[src/rtl/hold_pwr_pkg.sv]
package hold_pwr_pkg;
  typedef enum logic [2:0] {
    ST_RST    = 3'd0,
    ST_RUN    = 3'd1,
    ST_CKS    = 3'd2,
    ST_SETTLE = 3'd3,
    ST_WOSC   = 3'd4,
    ST_WCPU   = 3'd5
  } pstate_t;
endpackage

[src/rtl/hold_sync.sv]
module hold_sync (
  input  logic clk,
  input  logic rst,
  input  logic hold_in,
  input  logic capture,
  output logic hold_s,
  output logic chg
);
  logic s1_q, s2_q, ref_q;

  always_ff @(posedge clk) begin
    if (rst) begin
      s1_q  <= 1'b0;
      s2_q  <= 1'b0;
      ref_q <= 1'b0;
    end else begin
      s1_q <= hold_in;
      s2_q <= s1_q;
      if (capture) ref_q <= s2_q;
    end
  end

  assign hold_s = s2_q;
  assign chg    = s2_q ^ ref_q;
endmodule

[src/rtl/settle_timer.sv]
module settle_timer #(
  parameter int SETTLE_CYC = 16
) (
  input  logic clk,
  input  logic rst,
  input  logic en,
  output logic done
);
  localparam int CNT_W = $clog2(SETTLE_CYC + 1);
  localparam logic [CNT_W-1:0] LAST = CNT_W'(SETTLE_CYC - 1);

  logic [CNT_W-1:0] cnt_q;

  always_ff @(posedge clk) begin
    if (rst || !en) cnt_q <= '0;
    else if (cnt_q != LAST) cnt_q <= cnt_q + 1'b1;
  end

  assign done = en && (cnt_q == LAST);

  AST_SETTLE_BOUND: assert property (@(posedge clk) disable iff (rst)
    en |-> (cnt_q <= LAST));
endmodule

[src/rtl/hold_fsm.sv]
module hold_fsm
  import hold_pwr_pkg::*;
(
  input  logic    clk,
  input  logic    rst,
  input  logic    req_ckstp,
  input  logic    req_wait,
  input  logic    cks_force,
  input  logic    cks_wake_edge,
  input  logic    wait_cpu_only,
  input  logic    hold_s,
  input  logic    chg,
  input  logic    settle_done,
  output pstate_t state,
  output logic    capture,
  output logic    settle_en,
  output logic    vec_zero
);
  pstate_t nxt;

  always_comb begin
    nxt = state;
    unique case (state)
      ST_RST: nxt = ST_RUN;
      ST_RUN: begin
        if (req_ckstp && (cks_force || !hold_s)) nxt = ST_CKS;
        else if (req_wait) nxt = wait_cpu_only ? ST_WCPU : ST_WOSC;
      end
      ST_CKS:    if (cks_wake_edge ? chg : hold_s) nxt = ST_SETTLE;
      ST_SETTLE: if (settle_done) nxt = ST_RUN;
      ST_WOSC,
      ST_WCPU:   if (chg) nxt = ST_RUN;
      default:   nxt = ST_RST;
    endcase
  end

  assign capture   = (state == ST_RUN) && (nxt != ST_RUN);
  assign settle_en = (state == ST_SETTLE);

  always_ff @(posedge clk) begin
    if (rst) begin
      state    <= ST_RST;
      vec_zero <= 1'b0;
    end else begin
      state    <= nxt;
      vec_zero <= (state == ST_RST);
    end
  end

  AST_VEC_IN_RUN: assert property (@(posedge clk) disable iff (rst)
    vec_zero |-> (state == ST_RUN));
  AST_COND_CKS_BLOCKED: assert property (@(posedge clk) disable iff (rst)
    (state == ST_RUN && req_ckstp && !cks_force && hold_s && !req_wait) |=> (state == ST_RUN));
  AST_CKS_LEVEL_STAY: assert property (@(posedge clk) disable iff (rst)
    (state == ST_CKS && !cks_wake_edge && !hold_s) |=> (state == ST_CKS));
  AST_WOSC_NO_WAKE: assert property (@(posedge clk) disable iff (rst)
    (state == ST_WOSC && !chg) |=> (state == ST_WOSC));
  AST_WCPU_NO_WAKE: assert property (@(posedge clk) disable iff (rst)
    (state == ST_WCPU && !chg) |=> (state == ST_WCPU));
  AST_WAIT_EXIT_RUN: assert property (@(posedge clk) disable iff (rst)
    (state == ST_WOSC || state == ST_WCPU) |=> (state == $past(state) || state == ST_RUN));
endmodule

[src/rtl/pin_force.sv]
module pin_force
  import hold_pwr_pkg::*;
#(
  parameter int DISP_W = 8,
  parameter int CMOS_W = 4,
  parameter int OD_W   = 4
) (
  input  logic              clk,
  input  logic              rst,
  input  pstate_t           state,
  input  logic [DISP_W-1:0] disp_in,
  input  logic [CMOS_W-1:0] cmos_in,
  input  logic [OD_W-1:0]   od_in,
  output logic [DISP_W-1:0] disp_out,
  output logic [CMOS_W-1:0] cmos_out,
  output logic [OD_W-1:0]   od_out
);
  always_ff @(posedge clk) begin
    if (rst) begin
      disp_out <= '0;
      cmos_out <= '0;
      od_out   <= '0;
    end else begin
      unique case (state)
        ST_RUN: begin
          disp_out <= disp_in;
          cmos_out <= cmos_in;
          od_out   <= od_in;
        end
        ST_WOSC: disp_out <= '0;
        ST_WCPU: ;
        default: begin
          disp_out <= '0;
          cmos_out <= '0;
          od_out   <= '0;
        end
      endcase
    end
  end

  AST_CKS_PINS_PARKED: assert property (@(posedge clk) disable iff (rst)
    (state == ST_CKS) |=> (disp_out == '0 && cmos_out == '0 && od_out == '0));
  AST_WOSC_PINS: assert property (@(posedge clk) disable iff (rst)
    (state == ST_WOSC) |=> (disp_out == '0 && $stable(cmos_out) && $stable(od_out)));
  AST_WCPU_PINS: assert property (@(posedge clk) disable iff (rst)
    (state == ST_WCPU) |=> ($stable(disp_out) && $stable(cmos_out) && $stable(od_out)));
  AST_RUN_FOLLOW: assert property (@(posedge clk) disable iff (rst)
    (state == ST_RUN) |=> (disp_out == $past(disp_in) && cmos_out == $past(cmos_in) && od_out == $past(od_in)));
endmodule

[src/rtl/hold_pwr_ctrl.sv]
module hold_pwr_ctrl
  import hold_pwr_pkg::*;
#(
  parameter int DISP_W     = 8,
  parameter int CMOS_W     = 4,
  parameter int OD_W       = 4,
  parameter int SETTLE_CYC = 16
) (
  input  logic              clk,
  input  logic              rst,
  input  logic              hold_in,
  input  logic              req_ckstp,
  input  logic              req_wait,
  input  logic              cks_force,
  input  logic              cks_wake_edge,
  input  logic              wait_cpu_only,
  input  logic [DISP_W-1:0] disp_in,
  input  logic [CMOS_W-1:0] cmos_in,
  input  logic [OD_W-1:0]   od_in,
  output logic [DISP_W-1:0] disp_out,
  output logic [CMOS_W-1:0] cmos_out,
  output logic [OD_W-1:0]   od_out,
  output logic              osc_en,
  output logic              cpu_clk_en,
  output logic              vec_zero,
  output logic [2:0]        status
);
  pstate_t state;
  logic    hold_s, chg, capture, settle_en, settle_done;

  hold_sync u_sync (
    .clk     (clk),
    .rst     (rst),
    .hold_in (hold_in),
    .capture (capture),
    .hold_s  (hold_s),
    .chg     (chg)
  );

  settle_timer #(.SETTLE_CYC(SETTLE_CYC)) u_settle (
    .clk  (clk),
    .rst  (rst),
    .en   (settle_en),
    .done (settle_done)
  );

  hold_fsm u_fsm (
    .clk           (clk),
    .rst           (rst),
    .req_ckstp     (req_ckstp),
    .req_wait      (req_wait),
    .cks_force     (cks_force),
    .cks_wake_edge (cks_wake_edge),
    .wait_cpu_only (wait_cpu_only),
    .hold_s        (hold_s),
    .chg           (chg),
    .settle_done   (settle_done),
    .state         (state),
    .capture       (capture),
    .settle_en     (settle_en),
    .vec_zero      (vec_zero)
  );

  pin_force #(.DISP_W(DISP_W), .CMOS_W(CMOS_W), .OD_W(OD_W)) u_pins (
    .clk      (clk),
    .rst      (rst),
    .state    (state),
    .disp_in  (disp_in),
    .cmos_in  (cmos_in),
    .od_in    (od_in),
    .disp_out (disp_out),
    .cmos_out (cmos_out),
    .od_out   (od_out)
  );

  assign osc_en     = (state != ST_CKS);
  assign cpu_clk_en = (state == ST_RUN);
  assign status     = state;
endmodule

[config.mk]
export PLATFORM = sky130hd
export DESIGN_NAME = hold_pwr_ctrl
export DESIGN_NICKNAME = d
export VERILOG_FILES = /design/src/rtl/hold_pwr_pkg.sv /design/src/rtl/hold_sync.sv /design/src/rtl/settle_timer.sv /design/src/rtl/hold_fsm.sv /design/src/rtl/pin_force.sv /design/src/rtl/hold_pwr_ctrl.sv
export SDC_FILE = /design/constraint.sdc
export NUM_CORES = 1
export LEC_CHECK = 0
export ABC_AREA = 1
export BUFFER_PORTS_ARGS = -buffer_cell sky130_fd_sc_hd__buf_4
export CAP_MARGIN = 0
export CELL_PAD_IN_SITES_DETAIL_PLACEMENT = 0
export CELL_PAD_IN_SITES_GLOBAL_PLACEMENT = 1
export CORE_MARGIN = 1
export CORE_UTILIZATION = 35
export DETAILED_ROUTE_END_ITERATION = 10
export GPL_TIMING_DRIVEN = 0
export MAX_ROUTING_LAYER = met4
export PLACE_DENSITY_LB_ADDON = 0.1
export RECOVER_POWER = 50
export SLEW_MARGIN = 20
export SYNTH_ARGS = -nofsm -noshare
export SYNTH_HDL_FRONTEND = slang
export SYNTH_HIERARCHICAL = 1
export SYNTH_SLANG_ARGS = --single-unit
[constraint.sdc]
create_clock -name clk -period 4.6 [get_ports clk]
set_clock_uncertainty 0.2 [all_clocks]
set_input_delay 1.15 -clock clk [delete_from_list [all_inputs] [get_ports clk]]
set_output_delay 1.15 -clock clk [all_outputs]
set_load 0.05 [all_outputs]
# ---- Word-level counts from Yosys, hierarchy flattened
# Index checks and enable logic that the tools add are counted.
dict set report totals {
  register_bits 28
  inputBits 24
  output_inout_bits 22
  elab_cells 40
}
dict set report classes {
  n_addsub 1
  n_eq_ne 9
  n_mux 11
  n_bitwise 1
  n_reduce_logical 9
}
# op n
set op_table {}
lappend op_table {{$pmux W4 S2} 2}
lappend op_table {{$pmux W8 S2} 1}
lappend op_table {{$mux W3} 5}
lappend op_table {{$pmux W3 S5} 1}
lappend op_table {{$eq A3 B2 Y1 const B} 2}
lappend op_table {{$eq A3 B3 Y1 const B} 2}
lappend op_table {{$add A5 B1 Y5 const B} 1}
lappend op_table {{$eq A5 B4 Y1 const B} 1}
lappend op_table {{$ne A5 B4 Y1 const B} 1}
lappend op_table {{$eq A3 B1 Y1 const B} 1}
lappend op_table {{$logic_and A1 B1 Y1} 3}
lappend op_table {{$logic_not A3 Y1} 1}
lappend op_table {{$ne A3 B1 Y1 const B} 1}
lappend op_table {{$ne A3 B2 Y1 const B} 1}
lappend op_table {{$logic_not A1 Y1} 2}
lappend op_table {{$logic_or A1 B1 Y1} 2}
lappend op_table {{$mux W1} 2}
lappend op_table {{$reduce_or A2 Y1} 1}
lappend op_table {{$xor A1 B1 Y1} 1}

# ---- Longest topological paths before layout
# Gate-level depths: netlist (run 1).
dict set report logic_depth {
  ltp_word 7
  mapped_depth 13
  mapped_depth_nobuf 13
}

# ---- Cells and area by module
# The synthesis (run 1) kept the hierarchy.
# module n_inst cells_per_inst area_per_inst_um2
set modules_own_cells {}
lappend modules_own_cells {pin_force 1 76 626.9}
lappend modules_own_cells {hold_fsm 1 46 270.3}
lappend modules_own_cells {settle_timer 1 34 249.0}
lappend modules_own_cells {hold_sync 1 14 108.9}
lappend modules_own_cells {hold_pwr_ctrl 1 4 23.8}

# ---- Worst setup path before layout (run 1)
# OpenSTA, ideal clock, no wires.
dict set report synth_path {
  kind {register to output}
  from {register u_fsm.state[1]}
  to {output port osc_en}
  arrival_ns 1.369
  t_required_ns 3.250
  setup_slack_ns 1.881
  stages_incl_launch_ff 2
  path_cell_list {dfxtp_1 nand3b_1}
}
dict set report synth_via {
  elab_chain_cells 1
}
# item line
set synth_lines {}
lappend synth_lines {{start, declared} hold_fsm.sv:14} ;# output pstate_t state,
lappend synth_lines {{start signal, assigned} hold_fsm.sv:45} ;# state <= nxt;
lappend synth_lines {{$ne A3 B2 Y1} hold_pwr_ctrl.sv:76} ;# assign osc_en = (state != ST_CKS);
lappend synth_lines {{end, declared} hold_pwr_ctrl.sv:23} ;# output logic osc_en,
# Every way passes these cells.

# ---- Final worst setup path (run 1)
dict set report layout_path {
  from {register u_fsm.state[2]}
  to {output port cpu_clk_en}
}
dict set report layout_via {
  elab_chain_cells 1
}
# item line
set layout_lines {}
lappend layout_lines {{$eq A3 B1 Y1} hold_pwr_ctrl.sv:77} ;# assign cpu_clk_en = (state == ST_RUN);
lappend layout_lines {{end, declared} hold_pwr_ctrl.sv:24} ;# output logic cpu_clk_en,
# Every way passes these cells.

==> results of run 1 <==
==> flip-flops by register name, summed over array words and instances (netlist names) <==
name             flops
u_fsm/state          3
u_fsm/vec_zero       1
u_pins/cmos_out      4
u_pins/disp_out      8
u_pins/od_out        4
u_settle/cnt_q       5
u_sync/hold_s        1
u_sync/ref_q         1
u_sync/s1_q          1
==> cell families after synthesis <==
kind of cell	after synthesis	share of synthesized area
simple gates	90	0.333
buf+inv	27	0.0910
flops	28	0.438
compound gates	26	0.112
fa+ha+maj	2	0.0196
xor+xnor	1	0.00685
==> worst max-delay path by stage <==
stage,end,slack [ns],depth (start not counted)
2_1_floorplan,osc_en,1.88,1
3_3_place_gp,u_sync/ref_q,2.28,9
3_5_place_dp,u_sync/ref_q,2.27,9
4_1_cts,cpu_clk_en,1.93,3
5_1_grt,cpu_clk_en,1.87,4
6_report,cpu_clk_en,1.97,4
==> power by group <==
| part | switching, uW | internal, uW | total [uW] |
|---|---|---|---|
| registers | 19.8 | 262 | 282 |
| clock network | 70.1 | 48.4 | 118 |
| logic | 143 | 72.6 | 215 |
| total | 233 | 383 | 616 |
==> synth_stat cells <==
cell type | n | area [um2]
nand2_1 | 49 | 184
dfxtp_1 | 28 | 561
a21oi_1 | 20 | 100
inv_1 | 18 | 67.6
nor2_1 | 10 | 37.5
nand4_1 | 8 | 50.1
nand3_1 | 5 | 25.0
nor2_2 | 5 | 31.3
a21oi_2 | 3 | 26.3
inv_2 | 3 | 11.3
nand2_2 | 3 | 18.8
buf_2 | 2 | 10.0
ha_1 | 2 | 25.0
nand3_2 | 2 | 20.0
nor2_4 | 2 | 22.5
nor3_1 | 2 | 10.0
a31oi_1 | 1 | 6.26
and3_1 | 1 | 6.26
buf_1 | 1 | 3.75
buf_4 | 1 | 7.51
buf_6 | 1 | 11.3
clkinv_2 | 1 | 5.00
nand3b_1 | 1 | 7.51
nor4_1 | 1 | 6.26
o21ai_0 | 1 | 5.00
o21ai_1 | 1 | 5.00
or2_1 | 1 | 6.26
xor2_1 | 1 | 8.76
==> worst min-delay path: cells and delay by family (launching register included) <==
kind          cells  cell delay (ns)
buf+inv           1             0.04
flops             1             0.33
simple gates      1             0.03
==> layout by cell type (no fill, tap or decap), drive strengths merged <==
cell	Yosys	layout
clkinv	1	1
nand4	8	8
nor2	17	17
and3	1	1
buf	5	46
dfxtp	28	28
nor3	2	2
xor2	1	1
ha	2	2
nand2	52	52
clkbuf	0	8
nor4	1	1
nand3b	1	1
inv	21	21
a21oi	23	23
nand3	7	7
or2	1	1
o21ai	2	2
a31oi	1	1
==> final cells by class <==
cell class                      count  area, um2  share of cell area
Multi-Input combinational cell    119        586               0.347
Sequential cell                    28        561               0.332
Timing Repair Buffer               45        334               0.198
Inverter                           22       83.8              0.0496
Tap cell                           46       57.6              0.0341
Clock buffer                        4       36.3              0.0215
Buffer                              5       31.3              0.0185
==> metrics by stage <==
step	power (uW)	worst slack (ns)	area [um2]	cells	hold slack, ns
after floorplan	440	1.88	1280	174	0.188
after global placement	503	2.28	1670	265	0.190
after detailed placement	507	2.27	1670	265	0.195
after CTS	628	1.93	1710	269	0.216
after global routing	654	1.87	1690	269	0.233
final	616	1.97	1690	269	0.216
==> routing by layer <==
metal,GRT usage,vias to the layer above,share of wire
met5,-,-,0
met4,0.0349,0,0.0051
met3,0.0274,2,0.043
met2,0.258,29,0.47
met1,0.184,537,0.48
li1,-,652,-
==> summary.md, run 1 <==
| Metric | Value |
|---|---|
| Outcome | `finished clean` |
| Lkg Pwr | `0.000764 uW` |
| Worst R2R End | `u_sync/ref_q` |
| Setup crit end kind | `output pin` |
| CP Data Arrival Time | `1.28 ns` |
| Area grow syn2layout | `32.1%` |
| Setup violations, final | `0` |
| Routability cong. | `~0.73` |
| CP max stage cell | `dfxtp_1` |
| F_max | `380 MHz` |
| Clock-pin slew on the worst setup and hold paths | `0.15 ns` |
| CP top delay family | `flip-flops` |
| CTS-repair resized insts | `0` |
| WHS Path Cells | `2` |
| Post-DR vias/cell | `4.54` |
| WL final | `2720 um` |
| Max-slew violation count | `0` |
| CTS Hold Bufs | `0` |
| Antenna violations before repair | `0` |
| Initial DRT Pass Iterations | `4` |
| Total global-route track usage | `0.151` |
| Synth Register Bits | `28` |
| Starting DRT DRC Count | `55` |
| Max stage delay on crit path | `a little under 0.6 ns` |
| Synthesized area per cell | `7.35 um2` |
| Flop2flop setup slack | `about 2.6 ns` |
| Sequential fraction of the synthesis area | `0.438` |
| First-pass GRT wire length | `4750 um` |
| Post-detail-place hpwl | `2050 um` |
| CP required | `~3.3 ns` |
| H-tree depth | `1` |
| Average wire per standard cell | `10.1 um` |
| Syn nets | `200` |
| Die Height | `62.4 um` |
| Post-layout util | `0.495` |
| Relative slew slack | `0.674` |
| Fin Setup TNS | `0 ns` |
| Global route overflow | `0` |
| Critical path type | `flip-flop to output pin` |
| CTS Sinks | `28` |
| Fin crit period | `around 2.6 ns` |
| VDD IR-drop max | `~0.13 mV` |
| Crit share post-route | `0.572` |
| Crit-path cells | `inv_2, nand2_2, nor2_2, buf_4` |
| I/O Buffers | `45` |
| Total core area | `0.00342 mm2` |
| Number of setup buffers added after CTS | `0` |
| Root Buffer | `clkbuf_4` |
| # nets final | `250` |
| Die Area | `0.00390 mm2` |
| Post-Syn Area | `0.00128 mm2` |
| Worst Setup SP | `u_fsm/state[2]` |
| Worst slew pin tran | `0.489 ns` |
| Syn Inst Count | `174` |
| Clock Tree Buf Depth | `2` |
| FF-to-FF Start | `u_settle/cnt_q[0]` |
| CTS Buf Count | `3` |
| Largest net degree at the start of global routing | `16` |
| Min-Delay Startpoint | `u_sync/s1_q` |
| CTS tree | `built` |
| Max_cap viols | `0` |
| Die width | `62.4 um` |
| Critical Path Start Type | `flip-flop` |
| Initial core utilization | `0.374` |
| Vias post-DR | `1220` |
| Pwr Density | `364 mW/mm2` |
| Placement Rows | `21` |
| Diodes inserted | `0` |
| Synth cell types | `28` |
| Ys Warns | `6` |
| RSZ-0062 raised after global routing | `no` |
| HP Class | `flip-flop to flip-flop` |
| Layout cell share with drive strength beyond 1 | `0.300` |
| # DRC | `0` |
| I/O pin cnt | `46` |
| WHS Endpoint | `u_sync/hold_s` |
| Vias in the first global route | `about 1200` |
| Reg2reg path depth | `12` |
| Final hold vios | `0` |
| Max FO, Critical Path | `9` |
| Buf/Inv on CP | `2` |
| Final-layout fill cell count | `360` |
| Antenna Nets Post-Route | `0` |
| Clk_lat worst skew | `0.32 ns` |
No activity file was read; power rests on OpenSTA's default activity.
==> run 2: changes to the inputs <==
--- a/config.mk
+++ b/config.mk
@@ -5,13 +5,13 @@
 export SDC_FILE = /design/constraint.sdc
 export NUM_CORES = 1
 export LEC_CHECK = 0
-export ABC_AREA = 1
+export ABC_AREA = 0
 export BUFFER_PORTS_ARGS = -buffer_cell sky130_fd_sc_hd__buf_4
 export CAP_MARGIN = 0
 export CELL_PAD_IN_SITES_DETAIL_PLACEMENT = 0
 export CELL_PAD_IN_SITES_GLOBAL_PLACEMENT = 1
 export CORE_MARGIN = 1
-export CORE_UTILIZATION = 35
+export CORE_UTILIZATION = 32
 export DETAILED_ROUTE_END_ITERATION = 10
 export GPL_TIMING_DRIVEN = 0
 export MAX_ROUTING_LAYER = met4
==> constraint.sdc (replaced) <==
create_clock -name clk -period 2.3 [get_ports clk]
set_clock_uncertainty 0.2 [all_clocks]
set_input_delay 0.575 -clock clk [delete_from_list [all_inputs] [get_ports clk]]
set_output_delay 0.575 -clock clk [all_outputs]
set_load 0.05 [all_outputs]
==> summary.md, run 2 <==
| Metric | Value |
|---|---|
| Outcome | `finished clean` |
| VDD IR-drop max | `0.358 mV` |
| Sequential fraction of the synthesis area | `0.450` |
| Top post-synthesis cells by area | `dfxtp_1 (45%), mux2i_1 (8.8%), nand3b_1 (4.8%), a21oi_1 (4.0%), nor2_2 (4.0%)` |
| Number of synthesized flops with an enable pin | `0` |
| Root Buffer | `clkbuf_8` |
| RSZ-0062 raised after global routing | `no` |
| Initial DRT Pass Iterations | `4` |
| # DRC | `0` |
| Number of setup buffers added after CTS | `0` |
| Setup crit end kind | `output pin` |
| Setup violations, final | `0` |
| WHS Endpoint | `u_sync/hold_s` |
| Area grow syn2layout | `32.0%` |
| Starting DRT DRC Count | `54` |
| Die width | `64.4 um` |
| Post-Syn Area | `0.00124 mm2` |
| # nets final | `200` |
| CTS-repair resized insts | `0` |
| Switching pwr | `455 uW` |
| Largest regs | `u_pins/disp_out (8), u_settle/cnt_q (5)` |
| First-pass GRT wire length | `4320 um` |
| Initial core utilization | `0.338` |
| GR Util met1 | `0.153` |
| Ys Warns | `6` |
| Worst slew pin tran | `~0.6 ns` |
| CTS Hold Bufs | `0` |
| Fin Setup TNS | `0 ns` |
| Worst Setup SP | `u_fsm/state[2]` |
| Async set or reset register ratio after synthesis | `0` |
| Synthesized area per cell | `10.0 um2` |
| Register share of total power | `0.446` |
| Clk_lat worst skew | `about 0.27 ns` |
| HP Class | `flip-flop to flip-flop` |
| Critical path type | `flip-flop to output pin` |
| Post-route cell area | `approximately 0.0016 mm2` |
| Relative slew slack | `0.594` |
| Max-slew violation count | `0` |
| H-tree depth | `1` |
| Syn nets | `150` |
| Average wire per standard cell | `11.3 um` |
| Diodes inserted | `0` |
| Combinational Power Share | `0.318` |
| Critical Path Start Type | `flip-flop` |
| Max FFs per register | `8` |
| Leading area contributor after synthesis | `dfxtp_1` |
| F_max | `467 MHz` |
| Reg2reg path depth | `8` |
| Routability cong. | `approximately 0.74` |
| Post-DR vias/cell | `4.53` |
| Post-detail-place hpwl | `1880 um` |
| Clock-pin slew on the worst setup and hold paths | `0.09 ns` |
| Most frequent cells in the layout | `buf_4 (27), dfxtp_1 (27), clkbuf_1 (19)` |
| I/O pin cnt | `46` |
| Global route overflow | `0` |
| Min-Delay Startpoint | `u_sync/s1_q` |
| FF-to-FF Start | `u_settle/cnt_q[0]` |
| Flop2flop setup slack | `0.55 ns` |
| M2 GR Usage | `0.238` |
| Clock Tree Buf Depth | `2` |
| Vias in the first global route | `between 900 and 1000` |
| Final hold vios | `0` |
| Top-count cell post-synth | `dfxtp_1` |
| Area after DPL | `0.00165 mm2` |
| Max_cap viols | `0` |
| Worst R2R End | `u_fsm/state[1]` |
| Ys flop type | `dfxtp_1` |
| Total global-route track usage | `0.137` |
| CP required | `1.52 ns` |
| Net Sw Frac | `0.356` |
| CTS Buf Count | `3` |
| Lkg Pwr | `0.000665 uW` |
| Internal Pwr Total | `approximately 800 uW` |
| Max FO, Critical Path | `16` |
| Clock share of power | `0.235` |
| Die Area | `about 0.0041 mm2` |
| Syn Inst Count | `124` |
| Synth cell count leaders | `dfxtp_1 (28), mux2i_1 (11), a21oi_1 (10), nand2_1 (10)` |
| Synth top area share | `0.450` |
| Placement Rows | `22` |
| Synth Register Bits | `28` |
| Antenna violations before repair | `0` |
| Gr busiest metal | `met2` |
| Largest net degree at the start of global routing | `17` |
| Fin crit period | `2.14 ns` |
| CTS tree | `built` |
| Crit share post-route | `0.932` |
| I/O Buffers | `45` |
| Vias post-DR | `around 1000` |
| WL final | `roughly 2500 um` |
| CTS Sinks | `28` |
| Die Height | `between 60 and 70 um` |
| Synth cell types | `32` |
| Largest register by flop count | `u_pins/disp_out` |
| M3 GR Usage | `0.0375` |
| Layout cell share with drive strength beyond 1 | `0.289` |
| WHS Path Cells | `1` |
| CP Data Arrival Time | `1.37 ns` |
| Pwr Density | `779 mW/mm2` |
| Total core area | `0.00369 mm2` |
| Antenna Nets Post-Route | `0` |
-- run 2: changes by cell type in the layout (fill, tap and decap cells not counted), moves of 6 or more --
cell / delta
inv_1: -15
clkbuf_1: +16
nand3b_1: +7
nand4_1: -8
nand3_1: -6
buf_4: -17
mux2i_1: +11
a21oi_1: -11
nand2_1: -39
-- run 2: layout make-up --
type | instances | area [um2]
buffer | 6 | 47.5
clock buffer | 4 | 55.1
fill | 414 | 2050
inverter | 3 | 11.3
multi-input combinational | 87 | 637
sequential | 28 | 562
tap | 48 | 60.1
timing repair buffer | 45 | 270
-- run 2: logic make-up after synthesis --
family	count (synthesis)	synth area share
AO/OA/AOI/OAI	17	0.103
XOR/XNOR	4	0.0281
adder cells (fa/ha/maj)	2	0.0201
buffers and inverters	9	0.0472
flip-flops	28	0.450
multiplexers	11	0.0884
AND/OR/NAND/NOR	53	0.263
-- run 2: power by group through the flow --
stage | sequential (uW) | clock, uW | combinational (uW)
finish | 571 | 301 | 408
floorplan | 703 | 0 | 179
global placement | 580 | 0 | 430
CTS | 572 | 316 | 437
global route | 580 | 332 | 433
detailed placement | 583 | 0 | 437
-- run 2: worst max-delay path, cell delays in order, from the launching register on --
cell	delay (ns)
dfxtp_1	0.49
or3b_1	0.41
buf_4	0.19
-- run 2: worst max path at each step --
stage | depth (start not counted) | end | slack (ns)
final | 2 | osc_en | 0.16
after global routing | 2 | osc_en | 0.06
after CTS | 2 | osc_en | 0.06
after detailed placement | 2 | osc_en | 0.38
after global placement | 2 | osc_en | 0.38
after floorplan | 1 | osc_en | 0.09
-- run 2: metal layers --
metal  up-vias  part of all wire
met4         0            0.0076
met5         -                 0
li1        520                 -
met1       453              0.44
met3         2             0.064
met2        27              0.49
-- run 2: stage by stage --
step | setup slack, ns | hold slack [ns] | utilization | total power (uW) | std cells
floorplan | 0.0914 | 0.214 | - | 883 | 124
global placement | 0.384 | 0.218 | 0.448 | 1010 | 217
detailed placement | 0.376 | 0.228 | 0.448 | 1020 | 217
CTS | 0.0627 | 0.251 | 0.463 | 1320 | 221
global route | 0.0649 | 0.269 | 0.445 | 1340 | 221
finish | 0.157 | 0.244 | 0.445 | 1280 | 221
==> run 3: changes to the inputs <==
--- a/config.mk
+++ b/config.mk
@@ -11,14 +11,15 @@
 export CELL_PAD_IN_SITES_DETAIL_PLACEMENT = 0
 export CELL_PAD_IN_SITES_GLOBAL_PLACEMENT = 1
 export CORE_MARGIN = 1
-export CORE_UTILIZATION = 32
+export CORE_UTILIZATION = 30
 export DETAILED_ROUTE_END_ITERATION = 10
 export GPL_TIMING_DRIVEN = 0
+export HOLD_SLACK_MARGIN = 0.08
 export MAX_ROUTING_LAYER = met4
 export PLACE_DENSITY_LB_ADDON = 0.1
 export RECOVER_POWER = 50
 export SLEW_MARGIN = 20
 export SYNTH_ARGS = -nofsm -noshare
 export SYNTH_HDL_FRONTEND = slang
-export SYNTH_HIERARCHICAL = 1
 export SYNTH_SLANG_ARGS = --single-unit
+export TNS_END_PERCENT = 5
==> summary.md, run 3 <==
| Metric | Value |
|---|---|
| Switching pwr | `364 uW` |
| Area grow syn2layout | `37.2%` |
| Leading area contributor after synthesis | `dfxtp_1` |
| CTS Buf Count | `3` |
| Place WS | `between 0.4 and 0.5 ns` |
| F_max | `~460 MHz` |
| Fin crit period | `2.16 ns` |
| CP required | `1.52 ns` |
| RSZ-0062 raised after global routing | `no` |
| CTS Hold Bufs | `0` |
| Area after DPL | `0.00151 mm2` |
| Storage cell area | `562 um2` |
| CP Data Arrival Time | `1.39 ns` |
| Antenna Nets Post-Route | `0` |
| Initial core utilization | `0.324` |
| Max FFs per register | `8` |
| # nets final | `193` |
| Top post-synthesis cells by area | `dfxtp_1 (50%), mux2i_1 (8.9%), nor2_1 (8.4%), a22oi_1 (6.7%), nand2b_1 (2.8%)` |
| Final-layout fill cell count | `between 300 and 400` |
| Footprint of the multi-input gates | `515 um2` |
| Async set or reset register ratio after synthesis | `0` |
| Largest register by flop count | `u_pins.disp_out` |
| Ys Warns | `0` |
| Relative slew slack | `0.563` |
| Routability cong. | `0.642` |
| Syn Inst Count | `118` |
| Worst slew pin tran | `0.655 ns` |
| Root Buffer | `clkbuf_8` |
| Sequential fraction of the synthesis area | `0.499` |
| Final worst slack | `0.137 ns` |
| Initial DRT Pass Iterations | `4` |
| Die Area | `between 0.003 and 0.004 mm2` |
| Largest regs | `u_pins.disp_out (8), u_settle.cnt_q (5)` |
| Flop2flop setup slack | `0.47 ns` |
| Total core area | `0.00347 mm2` |
| Diodes inserted | `0` |
| Total global-route track usage | `0.126` |
| Critical Path Start Type | `flip-flop` |
| Placement Rows | `21` |
| HP Class | `flip-flop to flip-flop` |
| I/O pin cnt | `46` |
| Lkg Pwr | `approximately 0.00065 uW` |
| Clock-pin slew on the worst setup and hold paths | `0.09 ns` |
| Fin Setup TNS | `0 ns` |
| Register share of total power | `0.483` |
| Top-count cell post-synth | `dfxtp_1` |
| Clock share of power | `0.228` |
| Layout cell share with drive strength beyond 1 | `0.315` |
| Synth Register Bits | `28` |
| Largest net degree at the start of global routing | `15` |
| Max_cap viols | `0` |
| Global route overflow | `0` |
| Pwr Density | `724 mW/mm2` |
| Die Height | `63.2 um` |
| Die width | `between 60 and 70 um` |
| # DRC | `0` |
| Commonest non-fill, non-tap cell in the layout | `buf_4` |
| Crit share post-route | `0.940` |
| Number of synthesized flops with an enable pin | `0` |
| Syn nets | `144` |
| Max-slew violation count | `0` |
| Outcome | `finished clean` |
| Synth cell types | `26` |
| Worst hold slack | `0.251 ns` |
| Clock Tree Buf Depth | `2` |
| Vias in the first global route | `936` |
| Synth top area share | `0.499` |
| Setup crit end kind | `output pin` |
| WL final | `2360 um` |
| Internal Pwr Total | `752 uW` |
| Net Sw Frac | `0.326` |
| Post-route cell area | `0.00154 mm2` |
| Post-DR vias/cell | `between 4 and 5` |
| Post-Syn Area | `0.00112 mm2` |
| Combinational Power Share | `0.290` |
| Final hold vios | `0` |
| Synthesized area per cell | `9.51 um2` |
| Average wire per standard cell | `11.2 um` |
| VDD IR-drop max | `0.298 mV` |
| CTS tree | `built` |
| Critical path type | `flip-flop to output pin` |
| Antenna violations before repair | `0` |
| Starting DRT DRC Count | `40` |
| Most frequent cells in the layout | `buf_4 (42), dfxtp_1 (27), nor2_1 (25)` |
| Ys flop type | `dfxtp_1` |
| Max FO, Critical Path | `10` |
| Post-detail-place hpwl | `1750 um` |
| First-pass GRT wire length | `between 3000 and 4000 um` |
| Post-layout util | `0.444` |
| Setup violations, final | `0` |
| Vias post-DR | `977` |
| Clk_lat worst skew | `around 0.26 ns` |
| I/O Buffers | `44` |
| H-tree depth | `1` |
| CTS Sinks | `28` |
| Synth cell count leaders | `dfxtp_1 (28), nor2_1 (25), a22oi_1 (10), mux2i_1 (10)` |
## run 3: logic make-up after synthesis
family / after synthesis / synth area share
simple gates: 45 / 0.194
fa+ha+maj: 2 / 0.0223
buf+inv: 10 / 0.0412
compound gates: 18 / 0.115
mux: 10 / 0.0892
xor+xnor: 5 / 0.0390
flops: 28 / 0.499
## run 3: power groups by stage
stage | sequential (uW) | clock (uW) | combinational (uW)
after floorplan | 647 | 0 | 125
after global placement | 547 | 0 | 328
after detailed placement | 549 | 0 | 329
after CTS | 538 | 267 | 330
after global routing | 544 | 291 | 345
final | 538 | 254 | 323
## run 3: repair_timing
action                                  4_1_cts  5_1_grt
endpoints found under the setup margin        0        1
resized for setup                             0        1
setup buffers                                 0        0
## run 3: final cells by class
| cell class | instances | area share |
|---|---|---|
| Sequential cell | 28 | 0.365 |
| Buffer | 9 | 0.0268 |
| Clock buffer | 3 | 0.0268 |
| Multi-Input combinational cell | 80 | 0.335 |
| Timing Repair Buffer | 44 | 0.207 |
| Inverter | 1 | 0.00244 |
| Tap cell | 46 | 0.0374 |
## run 3: final timing paths
kind                                         from           endpoint  depth (start not counted)
worst max-delay path               u_fsm.state[1]         cpu_clk_en                          4
worst min-delay path                  u_sync.s1_q      u_sync.hold_s                          1
worst max register to register  u_settle.cnt_q[0]  u_settle.cnt_q[3]                          7
worst min register to register        u_sync.s1_q      u_sync.hold_s                          1
## run 3: routing by layer
layer | share of wire | global-route usage
met1 | 0.48 | 0.157
met2 | 0.46 | 0.203
met3 | 0.050 | 0.0217
met4 | 0.0034 | 0.0436
met5 | 0 | -
## run 3: worst max-delay path: stages, from the launching register on
cell and delay, ns:
dfxtp_1 0.32, buf_2 0.17, nor3b_2 0.21, buf_4 0.21, buf_4 0.21
## run 3: metrics by stage
step           power, uW  std cells
4_1_cts             1140        211
5_1_grt             1180        211
3_3_place_gp         875        208
6_report            1120        211
3_5_place_dp         878        208
2_1_floorplan        771        118
